==> src/rtl/brc_pkg.sv <==
package brc_pkg;

  typedef struct packed {
    logic z;
    logic c;
    logic s;
    logic v;
  } flags_t;

  localparam int NCOND = 16;

  typedef enum logic [3:0] {
    CC_Z, CC_NZ, CC_C, CC_NC, CC_P, CC_M, CC_V, CC_NV,
    CC_HI, CC_HE, CC_LO, CC_LOE, CC_GT, CC_GE, CC_LT, CC_LE
  } cond_e;

  // One predicate over the stored flags, selected by the condition code.
  function automatic logic cond_hit(input logic [3:0] code, input flags_t f);
    logic lt_s;
    lt_s = f.s ^ f.v;
    case (cond_e'(code))
      CC_Z:    cond_hit = f.z;
      CC_NZ:   cond_hit = !f.z;
      CC_C:    cond_hit = f.c;
      CC_NC:   cond_hit = !f.c;
      CC_P:    cond_hit = !f.s;
      CC_M:    cond_hit = f.s;
      CC_V:    cond_hit = f.v;
      CC_NV:   cond_hit = !f.v;
      CC_HI:   cond_hit = f.c && !f.z;
      CC_HE:   cond_hit = f.c;
      CC_LO:   cond_hit = !f.c;
      CC_LOE:  cond_hit = !f.c || f.z;
      CC_GT:   cond_hit = !lt_s && !f.z;
      CC_GE:   cond_hit = !lt_s;
      CC_LT:   cond_hit = lt_s;
      default: cond_hit = lt_s || f.z;
    endcase
  endfunction

endpackage

==> src/rtl/brc_flag_gen.sv <==
module brc_flag_gen
  import brc_pkg::*;
#(
  parameter int DATA_W = 16
) (
  input  logic [DATA_W-1:0] a,
  input  logic [DATA_W-1:0] b,
  input  logic              is_test,
  output flags_t            f
);
  localparam int MSB = DATA_W - 1;

  function automatic flags_t sub_flags(input logic [DATA_W-1:0] x,
                                       input logic [DATA_W-1:0] y);
    logic [DATA_W:0] wide;
    flags_t r;
    wide = {1'b0, x} - {1'b0, y};
    r.z  = (wide[MSB:0] == '0);
    r.c  = !wide[DATA_W];
    r.s  = wide[MSB];
    r.v  = (x[MSB] != y[MSB]) && (wide[MSB] != x[MSB]);
    return r;
  endfunction

  function automatic flags_t and_flags(input logic [DATA_W-1:0] x,
                                       input logic [DATA_W-1:0] y);
    logic [DATA_W-1:0] m;
    flags_t r;
    m   = x & y;
    r.z = (m == '0);
    r.c = 1'b0;
    r.s = m[MSB];
    r.v = 1'b0;
    return r;
  endfunction

  flags_t cmp_f;
  flags_t tst_f;

  assign cmp_f = sub_flags(a, b);
  assign tst_f = and_flags(a, b);
  assign f     = is_test ? tst_f : cmp_f;

endmodule

==> src/rtl/brc_flag_reg.sv <==
module brc_flag_reg
  import brc_pkg::*;
(
  input  logic   clk,
  input  logic   rst_n,
  input  logic   we,
  input  flags_t d,
  output flags_t q
);
  always_ff @(posedge clk or negedge rst_n) begin
    if (!rst_n)  q <= '0;
    else if (we) q <= d;
  end
endmodule

==> src/rtl/brc_cond_eval.sv <==
module brc_cond_eval
  import brc_pkg::*;
(
  input  flags_t            f,
  input  logic [3:0]        code,
  output logic [NCOND-1:0]  hits,
  output logic              hit
);
  for (genvar i = 0; i < NCOND; i++) begin : g_pred
    assign hits[i] = cond_hit(4'(i), f);
  end

  assign hit = hits[code];
endmodule

==> src/rtl/brc_unit.sv <==
module brc_unit
  import brc_pkg::*;
#(
  parameter int DATA_W = 16,
  parameter int PC_W   = 16
) (
  input  logic              clk,
  input  logic              rst_n,
  input  logic              flg_we,
  input  logic              flg_test,
  input  logic [DATA_W-1:0] opa,
  input  logic [DATA_W-1:0] opb,
  input  logic [3:0]        cond,
  input  logic [PC_W-1:0]   pc,
  input  logic [PC_W-1:0]   target,
  output logic [3:0]        flags_o,
  output logic              taken,
  output logic [PC_W-1:0]   next_pc
);
  localparam logic [PC_W-1:0] PC_STEP = PC_W'(1);

  flags_t             flags_new;
  flags_t             flags_q;
  logic [NCOND-1:0]   cond_vec;
  logic [PC_W-1:0]    seq_pc;

  brc_flag_gen #(.DATA_W(DATA_W)) u_gen (
    .a       (opa),
    .b       (opb),
    .is_test (flg_test),
    .f       (flags_new)
  );

  brc_flag_reg u_reg (
    .clk   (clk),
    .rst_n (rst_n),
    .we    (flg_we),
    .d     (flags_new),
    .q     (flags_q)
  );

  brc_cond_eval u_eval (
    .f    (flags_q),
    .code (cond),
    .hits (cond_vec),
    .hit  (taken)
  );

  assign seq_pc  = pc + PC_STEP;
  assign next_pc = taken ? target : seq_pc;
  assign flags_o = flags_q;

endmodule

==> config.mk <==
export PLATFORM = sky130hd
export DESIGN_NAME = brc_unit
export DESIGN_NICKNAME = d
export VERILOG_FILES = /design/src/rtl/brc_pkg.sv /design/src/rtl/brc_flag_gen.sv /design/src/rtl/brc_flag_reg.sv /design/src/rtl/brc_cond_eval.sv /design/src/rtl/brc_unit.sv
export SDC_FILE = /design/constraint.sdc
export NUM_CORES = 1
export LEC_CHECK = 0
export ABC_AREA = 1
export CAP_MARGIN = 5
export CORE_ASPECT_RATIO = 1.1
export CORE_MARGIN = 2
export CORE_UTILIZATION = 47
export CTS_CLUSTER_DIAMETER = 60
export DETAILED_ROUTE_END_ITERATION = 7
export GPL_TIMING_DRIVEN = 0
export HOLD_SLACK_MARGIN = 0.12
export PLACE_DENSITY_LB_ADDON = 0.2
export SLEW_MARGIN = 20
export SYNTH_ARGS = -nofsm -noshare
export SYNTH_HDL_FRONTEND = slang
export SYNTH_SLANG_ARGS = --single-unit
==> constraint.sdc <==
create_clock -name clk -period 2.53 [get_ports clk]
set_input_delay 0.253 -clock clk [delete_from_list [all_inputs] [get_ports clk]]
set_output_delay 0.253 -clock clk [all_outputs]
set_load 0.02 [all_outputs]
==> results.cfg, run 1 <==
[finish]
final_net_count = 594
fillCellCount = 400
syn_to_final_growth_pct = 46.5
final_core_util_pct = 72.1
reg.largest.list = u_reg.q x4
max_flop_register = u_reg.q
share_of_post_route_cells_with_drive_strength_above_1_pct = 7.00
antenna_cells = 0
largest_reg_flops = 4
final-instance-count-excl-fill = 540

[timing]
fin_ws_ps = 164
max_slew.worst_pin.slew_ps = 291
hold_viol = 0
worst_clock_skew_ps = 0
final.period_utilization_pct = 93.5
achievable-frequency_ghz = 0.423
setup_viol = 0
timing.hold.ws_ps = 238
slew_violations = 0
layout_min_cycle_time_ps = 2370
worst_rel_slew_slack_pct = 80.5
grt_setup_unrepaired = false

[power_and_ir_drop]
vdd_drop_max_v = 0.000166
p_per_area_nw_per_um2 = 274
p_leak_nw = 1.78
total_power_mw = 0.860

[placed_design]
dpl.cell_count = 536
place.gp.congestion = 0.886
half_perimeter_wire_length_of_the_detailed_placement_result_um = 5120
placement.io_buffers = 92
detailedPlace.worstSlack_ps = -365

[floorplanning]
start_util_pct = 49.2
die_height_um = 74.8
die_area_um2 = 5110
io-pin-count = 93
std_cell_rows = 25
dieWidth_um = 68.3
placeable_area_um2 = 4350

[grt]
grt_antenna_before_repair = 0
first_global_vias = 2467
wire_length_of_the_first_global_routing_pass_um = 9740
grt.overflow.total = 0
grt_start_max_net_pins = 11
global_route.usage.total_pct = 23.9

[detailed_routing]
drt-wirelength-per-cell_um = 10.9
route.detailed.vias_per_inst = 4.89
dr_vias = 2638
final_antenna_net_count = 0
route.detailed.drc = 0
drt_first_iter_violations = 110
routed_wl_um = 5890
drt-pass1-iter-count = 4

[synthesis]
seq_area_frac_synth_pct = 4.68
synth-seq-cells = 4
synth_cells = 390
synth_area_leaders = sky130_fd_sc_hd__nand2_1 26%, sky130_fd_sc_hd__ha_1 19%, sky130_fd_sc_hd__inv_1 13%, sky130_fd_sc_hd__nand3_1 6.8%, sky130_fd_sc_hd__xor2_1 4.9%
synth_warnings = 0
syn_avg_cell_area_um2 = 5.49
ys_types = 32
synthesis.nets = 496
synth_top_area_share_pct = 26.1
yosys.area.top_type = sky130_fd_sc_hd__nand2_1
netlist_area_um2 = 2140

[clocking]
cts.root.buffer_cell = sky130_fd_sc_hd__clkbuf_8
post_cts_hold_buffer_count = 0
worst_setup_hold_path_clk_slew_ps = 30
cts_inserted_buffers = 3
clock_sink_count = 4
insertion_delay_of_the_later_clocked_pin_in_the_worst_skew_pair_ps = 220
tritoncts = built
largest_buffer_count_on_any_clock_path = 2
htree_num_levels = 1

[setup_path]
cp.arrival_ps = 2110
end_kind = output port
worst-setup-path-type = primary input to output port
crit_path_start_kind = primary input
timing.critical_path.fanout_max = 10
timing.critical_path.required_ps = 2280

[worst_hold_path]
hold_path_class = primary input to asynchronous set/reset pin

[outcome]
outcome = completed

[flow_run]
max_cap_viols = 0
what timing repair did:
action	in CTS	in global routing
pin swaps	0	4
resized for setup	22	24
buffers inserted	0	1
endpoints found under the setup margin	17	11
cells in the final DEF, fill, tap and decap left out, drive strengths merged:
cell / n
or2: 3
nand3: 34
xor2: 12
dfrtp: 4
a21oi: 14
nor3: 6
nand3b: 1
xnor2: 6
ha: 33
clkdlybuf4s50: 73
inv: 74
a32o: 1
o22ai: 1
buf: 5
o21ai: 8
dlygate4sd2: 6
and2: 1
clkinv: 2
fa: 1
clkbuf: 13
nor2: 29
nor4: 2
nand2: 151
nand4: 4
dlymetal6s2s: 2
final cells by class:
class	instances	area, um2	share of cell area (%)
Inverter	76	288	9.18
Tap cell	54	67.6	2.15
Timing Repair Buffer	93	873	27.9
Buffer	3	23.8	0.758
Sequential cell	4	100	3.19
Clock buffer	3	41.3	1.32
Multi-Input combinational cell	307	1740	55.5
layer usage:
layer | vias up | global-route usage [%] | share of wire [%]
li1 | 1392 | - | -
met1 | 1158 | 26.8 | 41
met2 | 78 | 45.6 | 50
met3 | 10 | 3.74 | 7.4
met4 | 0 | 7.11 | 1.4
met5 | - | 0 | 0
metrics by stage:
stage | TNS (ps) | area, um2
finish | 0 | 3140
global route | 0 | 3140
CTS | -0.130 | 3160
detailed placement | -2940 | 3130
global placement | -2240 | 3130
floorplan | 0 | 2140
cell usage after synthesis (all sizes together):
library cell	instances
a32o	1
a21oi	14
nor3	6
buf	3
o21ai	8
nand3b	1
xnor2	6
and2	1
inv	74
or2	3
nand4	4
fa	1
nand2	151
nand3	34
ha	33
nor4	2
clkinv	2
o22ai	1
dfrtp	4
xor2	12
nor2	29
cells by family after synthesis:
kind of cell	after synthesis	synth area share, %
xor+xnor	18	7.37
flops	4	4.68
buf+inv	79	14.6
simple gates	231	47.3
fa+ha+maj	34	20.2
compound gates	24	5.91
path summary, 6_finish.rpt:
kind	startpoint	to	slack, ps	cells after the start
max in group asynchronous	rst_n	u_reg.q[3]$_DFFE_PN0P_	2130	1
setup / recovery	cond[1]	taken	160	12
setup reg to reg	u_reg.q[0]$_DFFE_PN0P_	u_reg.q[0]$_DFFE_PN0P_	1840	2
hold / removal	rst_n	u_reg.q[0]$_DFFE_PN0P_	240	1
min in group clk	u_reg.q[3]$_DFFE_PN0P_	u_reg.q[3]$_DFFE_PN0P_	600	2
hold reg to reg	u_reg.q[3]$_DFFE_PN0P_	u_reg.q[3]$_DFFE_PN0P_	600	2
critical path, stage by stage:
cell and delay, ps:
sky130_fd_sc_hd__clkdlybuf4s50_1 520, sky130_fd_sc_hd__clkinv_1 130, sky130_fd_sc_hd__nand2_1 100, sky130_fd_sc_hd__o21ai_1 80
sky130_fd_sc_hd__nand3_1 70, sky130_fd_sc_hd__nand2_1 50, sky130_fd_sc_hd__o21ai_1 150, sky130_fd_sc_hd__nand2_1 110
sky130_fd_sc_hd__nand2_4 130, sky130_fd_sc_hd__inv_4 70, sky130_fd_sc_hd__buf_6 140, sky130_fd_sc_hd__dlygate4sd2_1 310
power breakdown:
group          leakage (nW)  switching (mW)  internal [mW]
registers            0.0514         0.00537         0.0708
logic                  1.70           0.360          0.287
clock network        0.0216          0.0360          0.102
total                  1.78           0.401          0.459
No activity file was read; power rests on OpenSTA's default activity.
==> run 2, diff against run 1 <==
--- a/config.mk
+++ b/config.mk
@@ -5,11 +5,10 @@
 export SDC_FILE = /design/constraint.sdc
 export NUM_CORES = 1
 export LEC_CHECK = 0
-export ABC_AREA = 1
 export CAP_MARGIN = 5
 export CORE_ASPECT_RATIO = 1.1
 export CORE_MARGIN = 2
-export CORE_UTILIZATION = 47
+export CORE_UTILIZATION = 45
 export CTS_CLUSTER_DIAMETER = 60
 export DETAILED_ROUTE_END_ITERATION = 7
 export GPL_TIMING_DRIVEN = 0
==> run 2 against run 1 <==
Sequential power up 1%. Largest power group unchanged. Combinational power up 8.8%. Sequential cell count unchanged. Critical path depth down 3. Clock power about the same. Sequential share of layout area up 0.13 points. Via count down 14%. Maximum frequency down 4.2%. First-iteration DRC count down 10%. Die area down 9.5%. Worst hold slack worse by 1.3 ps.
==> results.cfg, run 2 <==
[clocking]
tritoncts = built
cts_inserted_buffers = 3
clock_sink_count = 4
worst_setup_hold_path_clk_slew_ps = 30
htree_num_levels = 1
largest_buffer_count_on_any_clock_path = 2
insertion_delay_of_the_later_clocked_pin_in_the_worst_skew_pair_ps = 220
post_cts_hold_buffer_count = 0
cts.root.buffer_cell = sky130_fd_sc_hd__clkbuf_8

[grt]
first_global_vias = 2131
grt.overflow.total = 0
global_route.usage.total_pct = 24.9
wire_length_of_the_first_global_routing_pass_um = 9430
grt_antenna_before_repair = 0
grt_start_max_net_pins = 11

[setup_path]
end_kind = output port
timing.critical_path.fanout_max = 10
timing.critical_path.required_ps = 2280
rr_worst_depth = 2
crit_path_cell_chain = clkdlybuf4s50_1 -> mux2i_2 -> nor3_1 -> a21o_1 -> a22oi_2 -> nand2_2 -> buf_4 -> o21ai_1 -> clkdlybuf4s15_2
cp_slowest_stage_delay_ps = 510
crit-reg2reg-launch = u_reg.q[3]$_DFFE_PN0P_
crit_path_start_kind = primary input
cp.arrival_ps = 2220
critical-path-slowest-cell = sky130_fd_sc_hd__clkdlybuf4s50_1
worst-setup-path-type = primary input to output port
reg2reg_setup_slack_ps = 1720
rr_endpoint = u_reg.q[3]$_DFFE_PN0P_

[detailed_routing]
final_antenna_net_count = 0
drt-wirelength-per-cell_um = 14.6
drt_first_iter_violations = 99
route.detailed.drc = 0
routed_wl_um = 5970
drt-pass1-iter-count = 4
route.detailed.vias_per_inst = 5.53
dr_vias = 2258

[timing]
timing.hold.ws_ps = 237
slew_violations = 0
hold_viol = 0
setup_viol = 0
worst_rel_slew_slack_pct = 71.8
final.period_utilization_pct = 97.6
worst_clock_skew_ps = 0
max_slew.worst_pin.slew_ps = 419
layout_min_cycle_time_ps = 2470
achievable-frequency_ghz = 0.405

[placed_design]
place_area_um2 = 2830
place.gp.congestion = 0.872
placement.io_buffers = 92
dpl.cell_count = 400
half_perimeter_wire_length_of_the_detailed_placement_result_um = 4590

[finish]
final-instance-count-excl-fill = 408
reg.largest.list = u_reg.q x4
antenna_cells = 0
syn_to_final_growth_pct = 63.6
layout.cells.most_common = sky130_fd_sc_hd__clkdlybuf4s50_1
fillCellCount = 323
largest_reg_flops = 4
share_of_post_route_cells_with_drive_strength_above_1_pct = 21.3
final_net_count = 464
max_flop_register = u_reg.q
final_design_area_no_fill_um2 = 3020
mostFrequentLayoutCells = 64 x sky130_fd_sc_hd__clkdlybuf4s50_1, 32 x sky130_fd_sc_hd__nand2_1, 24 x sky130_fd_sc_hd__ha_1
final_core_util_pct = 76.1

[power_and_ir_drop]
p_per_area_nw_per_um2 = 304
total_power_mw = 0.917
p_leak_nw = 1.31
vdd_drop_max_v = 0.000167

[synthesis]
ys_dominant_reg_cell = sky130_fd_sc_hd__dfrtp_1
synthesis.nets = 362
fraction_of_registers_with_async_set_or_reset_after_synthesis_pct = 100
synth_cells = 256
synth_warnings = 0
syn_avg_cell_area_um2 = 7.20
yosys.area.top_type = sky130_fd_sc_hd__ha_1
ys_types = 58
post_synth_edffs = 0
synth-seq-cells = 4
synth_area_leaders = sky130_fd_sc_hd__ha_1 22%, sky130_fd_sc_hd__nand2_1 6.7%, sky130_fd_sc_hd__dfrtp_1 5.4%, sky130_fd_sc_hd__xnor2_1 5.2%, sky130_fd_sc_hd__a21oi_1 4.9%
seq_area_frac_synth_pct = 5.43
netlist_area_um2 = 1840
synth_top_area_share_pct = 22.4
synth_top_cells_by_count = 33 x sky130_fd_sc_hd__ha_1, 33 x sky130_fd_sc_hd__nand2_1, 24 x sky130_fd_sc_hd__inv_1

[worst_hold_path]
hold_path_class = primary input to asynchronous set/reset pin

[outcome]
outcome = completed

[floorplanning]
die_area_um2 = 4620
io-pin-count = 93
dieWidth_um = 65.0
start_util_pct = 46.5
std_cell_rows = 24
placeable_area_um2 = 3960
die_height_um = 71.1

[flow_run]
max_cap_viols = 0
## run 2: cell count changes in the layout (fill, tap and decap cells not counted), moves of 8 or more
cell	change
sky130_fd_sc_hd__nor2_1	-13
sky130_fd_sc_hd__clkdlybuf4s50_1	-9
sky130_fd_sc_hd__buf_2	+14
sky130_fd_sc_hd__o21ai_1	+15
sky130_fd_sc_hd__nand3_1	-21
sky130_fd_sc_hd__clkbuf_2	-10
sky130_fd_sc_hd__nand2_1	-117
sky130_fd_sc_hd__ha_4	+8
sky130_fd_sc_hd__ha_1	-8
sky130_fd_sc_hd__inv_1	-53
## run 2: layout make-up
class / count / area, um2 / share of cell area [%]
multi-input combinational: 222 / 1790 / 59.3
timing repair buffer: 98 / 890 / 29.5
sequential: 4 / 100 / 3.32
inverter: 25 / 93.8 / 3.11
tap: 52 / 65.1 / 2.16
clock buffer: 3 / 41.3 / 1.37
buffer: 4 / 37.5 / 1.24
## run 2: stage by stage
stage	setup TNS [ps]	worst slack (ps)
6_report	0	60.8
5_1_grt	-5.59	-3.49
4_1_cts	0	10.6
3_5_place_dp	-7160	-489
3_3_place_gp	-6990	-463
2_1_floorplan	0	251
## run 2: logic make-up after synthesis
kind of cell,share of synthesized area [%]
DFF,5.43
muxes,3.46
adders and majority gates,23.5
and+or+nand+nor,25.8
buffers and inverters,6.72
xor gates and xnor gates,10.4
AOI/OAI and AO/OA,24.7
## run 2: critical path: cells and delay by family
kind	cells	cell delay, ps
buf+inv	3	970
compound gates	3	500
simple gates	2	200
mux	1	300
## run 2: what timing repair did
| item | 4_1_cts | 5_1_grt |
|---|---|---|
| resized for setup | 95 | 28 |
| setup endpoints to repair | 19 | 20 |
| setup buffers | 5 | 1 |
| pin swaps | 13 | 7 |
## run 2: worst max path at each step
stage,start,to,slack (ps)
after floorplan,u_reg.q[1]$_DFFE_PN0P_,next_pc[0],250
final,cond[2],next_pc[3],60
after global placement,pc[0],next_pc[15],-460
after global routing,opb[2],u_reg.q[3]$_DFFE_PN0P_,-3
after CTS,cond[1],next_pc[1],10
after detailed placement,opa[0],u_reg.q[3]$_DFFE_PN0P_,-490
## run 2: power by group
group / internal [mW] / switching, mW
sequential: 0.0701 / 0.00696
combinational: 0.343 / 0.360
clock: 0.102 / 0.0357
## run 2: layer usage
metal | wire length [um] | track usage, % | up-vias
met3 | 500 | 4.29 | 11
met1 | 2340 | 28.0 | 1040
li1 | - | - | 1112
met2 | 3010 | 47.4 | 95
met4 | 108 | 7.41 | 0
met5 | 0 | 0 | -
==> run 3, diff against run 2 <==
--- a/config.mk
+++ b/config.mk
@@ -7,7 +7,6 @@
 export LEC_CHECK = 0
 export CAP_MARGIN = 5
 export CORE_ASPECT_RATIO = 1.1
-export CORE_MARGIN = 2
 export CORE_UTILIZATION = 45
 export CTS_CLUSTER_DIAMETER = 60
 export DETAILED_ROUTE_END_ITERATION = 7
==> run 3 against run 2 <==
The run now ends with DRC left. Worst setup slack better by 37 ps. Final cell count up 1.5%. Via count increased by 0.93%. Die area shrank 5.8%. Global-route usage rose by 1.7 points. Sequential power decreased by 0.6%. First-iteration DRC count is 5.1% higher. Maximum frequency rose by 1.5%. Combinational power barely moved. Critical path type unchanged. Critical endpoint is now next_pc[12].
==> results.cfg, run 3 (same netlist as run 2, synthesis figures left out) <==
[finish]
final_design_area_no_fill_um2 = 3030
syn_to_final_growth_pct = 64.5
reg.largest.list = u_reg.q x4
max_flop_register = u_reg.q
fillCellCount = 311
share_of_post_route_cells_with_drive_strength_above_1_pct = 21.1
layout.cells.most_common = sky130_fd_sc_hd__clkdlybuf4s50_1
mostFrequentLayoutCells = 61 x sky130_fd_sc_hd__clkdlybuf4s50_1, 32 x sky130_fd_sc_hd__nand2_1, 24 x sky130_fd_sc_hd__ha_1
final_net_count = 469
largest_reg_flops = 4

[grt]
grt_antenna_before_repair = 1
grt.overflow.total = 0
global_route.usage.total_pct = 26.7
wire_length_of_the_first_global_routing_pass_um = 9480
grt_start_max_net_pins = 11
first_global_vias = 2143

[setup_path]
crit-reg2reg-launch = u_reg.q[3]$_DFFE_PN0P_
timing.critical_path.fanout_max = 10
crit_path_start_kind = primary input
cp.arrival_ps = 2180
end_kind = output port
worst-setup-path-type = primary input to output port
rr_worst_depth = 2
timing.critical_path.required_ps = 2280
rr_endpoint = u_reg.q[3]$_DFFE_PN0P_
reg2reg_setup_slack_ps = 1740

[clocking]
insertion_delay_of_the_later_clocked_pin_in_the_worst_skew_pair_ps = 220
worst_setup_hold_path_clk_slew_ps = 30
post_cts_hold_buffer_count = 0
cts_inserted_buffers = 3
clock_sink_count = 4
tritoncts = built
cts.root.buffer_cell = sky130_fd_sc_hd__clkbuf_8
largest_buffer_count_on_any_clock_path = 2
htree_num_levels = 1

[detailed_routing]
dr_vias = 2279
routed_wl_um = 5890
route.detailed.drc = 2
drt-wirelength-per-cell_um = 14.2
final_antenna_net_count = 0
drt_first_iter_violations = 104
route.detailed.vias_per_inst = 5.50
drt-pass1-iter-count = 7

[placed_design]
place.gp.congestion = 0.892
detailedPlace.worstSlack_ps = -487
half_perimeter_wire_length_of_the_detailed_placement_result_um = 4540
place_area_um2 = 2830
placement.io_buffers = 92

[outcome]
failed_checks = DRC
outcome = complete, but fails checks

[worst_hold_path]
hold_path_class = primary input to asynchronous set/reset pin

[timing]
final.setup.tns_ps = 0
setup_viol = 0
worst_rel_slew_slack_pct = 72.0
final.period_utilization_pct = 96.1
slew_violations = 0
hold_viol = 0
fin_ws_ps = 98.2
layout_min_cycle_time_ps = 2430
max_slew.worst_pin.slew_ps = 416
achievable-frequency_ghz = 0.411
worst_clock_skew_ps = 0

[power_and_ir_drop]
p_leak_nw = 1.32
reg_power_share_pct = 8.4
switching_power_mw = 0.398
vdd_drop_max_v = 0.000351
share_of_total_power_in_the_clock_network_pct = 14.8
power_frac_comb_pct = 76.8
total_power_mw = 0.917
internal_power_mw = 0.519
sw_frac_of_total_pct = 43.4
p_per_area_nw_per_um2 = 302

[floorplanning]
placeable_area_um2 = 3930
io-pin-count = 93
dieWidth_um = 63.0
die_height_um = 69.1
start_util_pct = 46.9
std_cell_rows = 24
die_area_um2 = 4360

[flow_run]
max_cap_viols = 0
[run 3: cell count changes in the layout (fill, tap and decap cells not counted), sizes merged]
cell / before / now
dlygate4sd2: 8 / 10
dlymetal6s2s: 2 / 1
diode: 0 / 1
buf: 25 / 28
clkbuf: 3 / 5
clkdlybuf4s15: 3 / 5
clkdlybuf4s50: 64 / 61
[run 3: area by class of cell]
class,count,area [um2],share of cell area [%]
Buffer,5,48.8,1.61
Sequential cell,4,100,3.30
Multi-Input combinational cell,222,1750,57.8
Clock buffer,3,41.3,1.36
Timing Repair Buffer,102,928,30.6
Tap cell,52,65.1,2.15
Inverter,25,93.8,3.10
Antenna cell,1,2.50,0.0825
[run 3: worst max-delay path by stage]
stage	startpoint	endpoint	slack [ps]
final	cond[2]	next_pc[12]	100
after global routing	pc[0]	next_pc[12]	-7
after CTS	cond[1]	next_pc[0]	-30
after detailed placement	opa[0]	u_reg.q[3]$_DFFE_PN0P_	-490
after global placement	opa[0]	u_reg.q[3]$_DFFE_PN0P_	-480
after floorplan	u_reg.q[1]$_DFFE_PN0P_	next_pc[0]	250
[run 3: critical path, stage by stage]
cell	delay (ps)
sky130_fd_sc_hd__clkdlybuf4s50_1	530
sky130_fd_sc_hd__mux2i_2	280
sky130_fd_sc_hd__nor3_1	70
sky130_fd_sc_hd__a21o_1	170
sky130_fd_sc_hd__a22oi_2	220
sky130_fd_sc_hd__nand2_4	100
sky130_fd_sc_hd__buf_6	150
sky130_fd_sc_hd__o21ai_1	130
sky130_fd_sc_hd__clkdlybuf4s15_2	280
[run 3: repair_timing]
action	4_1_cts	5_1_grt
setup endpoints to repair	19	18
pin swaps	15	9
gates resized for setup	99	24
setup buffers	6	4
[run 3: metal layers]
| layer | vias up | GRT usage (%) | routed length (um) |
|---|---|---|---|
| met1 | 1040 | 30.5 | 2360 |
| met5 | - | 0 | 0 |
| li1 | 1129 | - | - |
| met3 | 12 | 2.65 | 325 |
| met2 | 98 | 50.3 | 3100 |
| met4 | 0 | 8.53 | 98 |
[run 3: stage by stage]
stage               util (%)  hold WS (ps)  instances
floorplan                  -         -42.6        256
global placement        71.9           470        400
detailed placement      71.9           472        400
CTS                     77.3           246        409
global route            77.1           257        414
finish                  77.1           245        414
[run 3: power groups by stage]
stage	sequential [mW]	clock [mW]	combinational [mW]
final	0.0766	0.136	0.704
after global routing	0.0777	0.144	0.764
after CTS	0.0766	0.140	0.699
after detailed placement	0.0771	0	0.670
after global placement	0.0769	0	0.656
after floorplan	0.0833	0	0.366
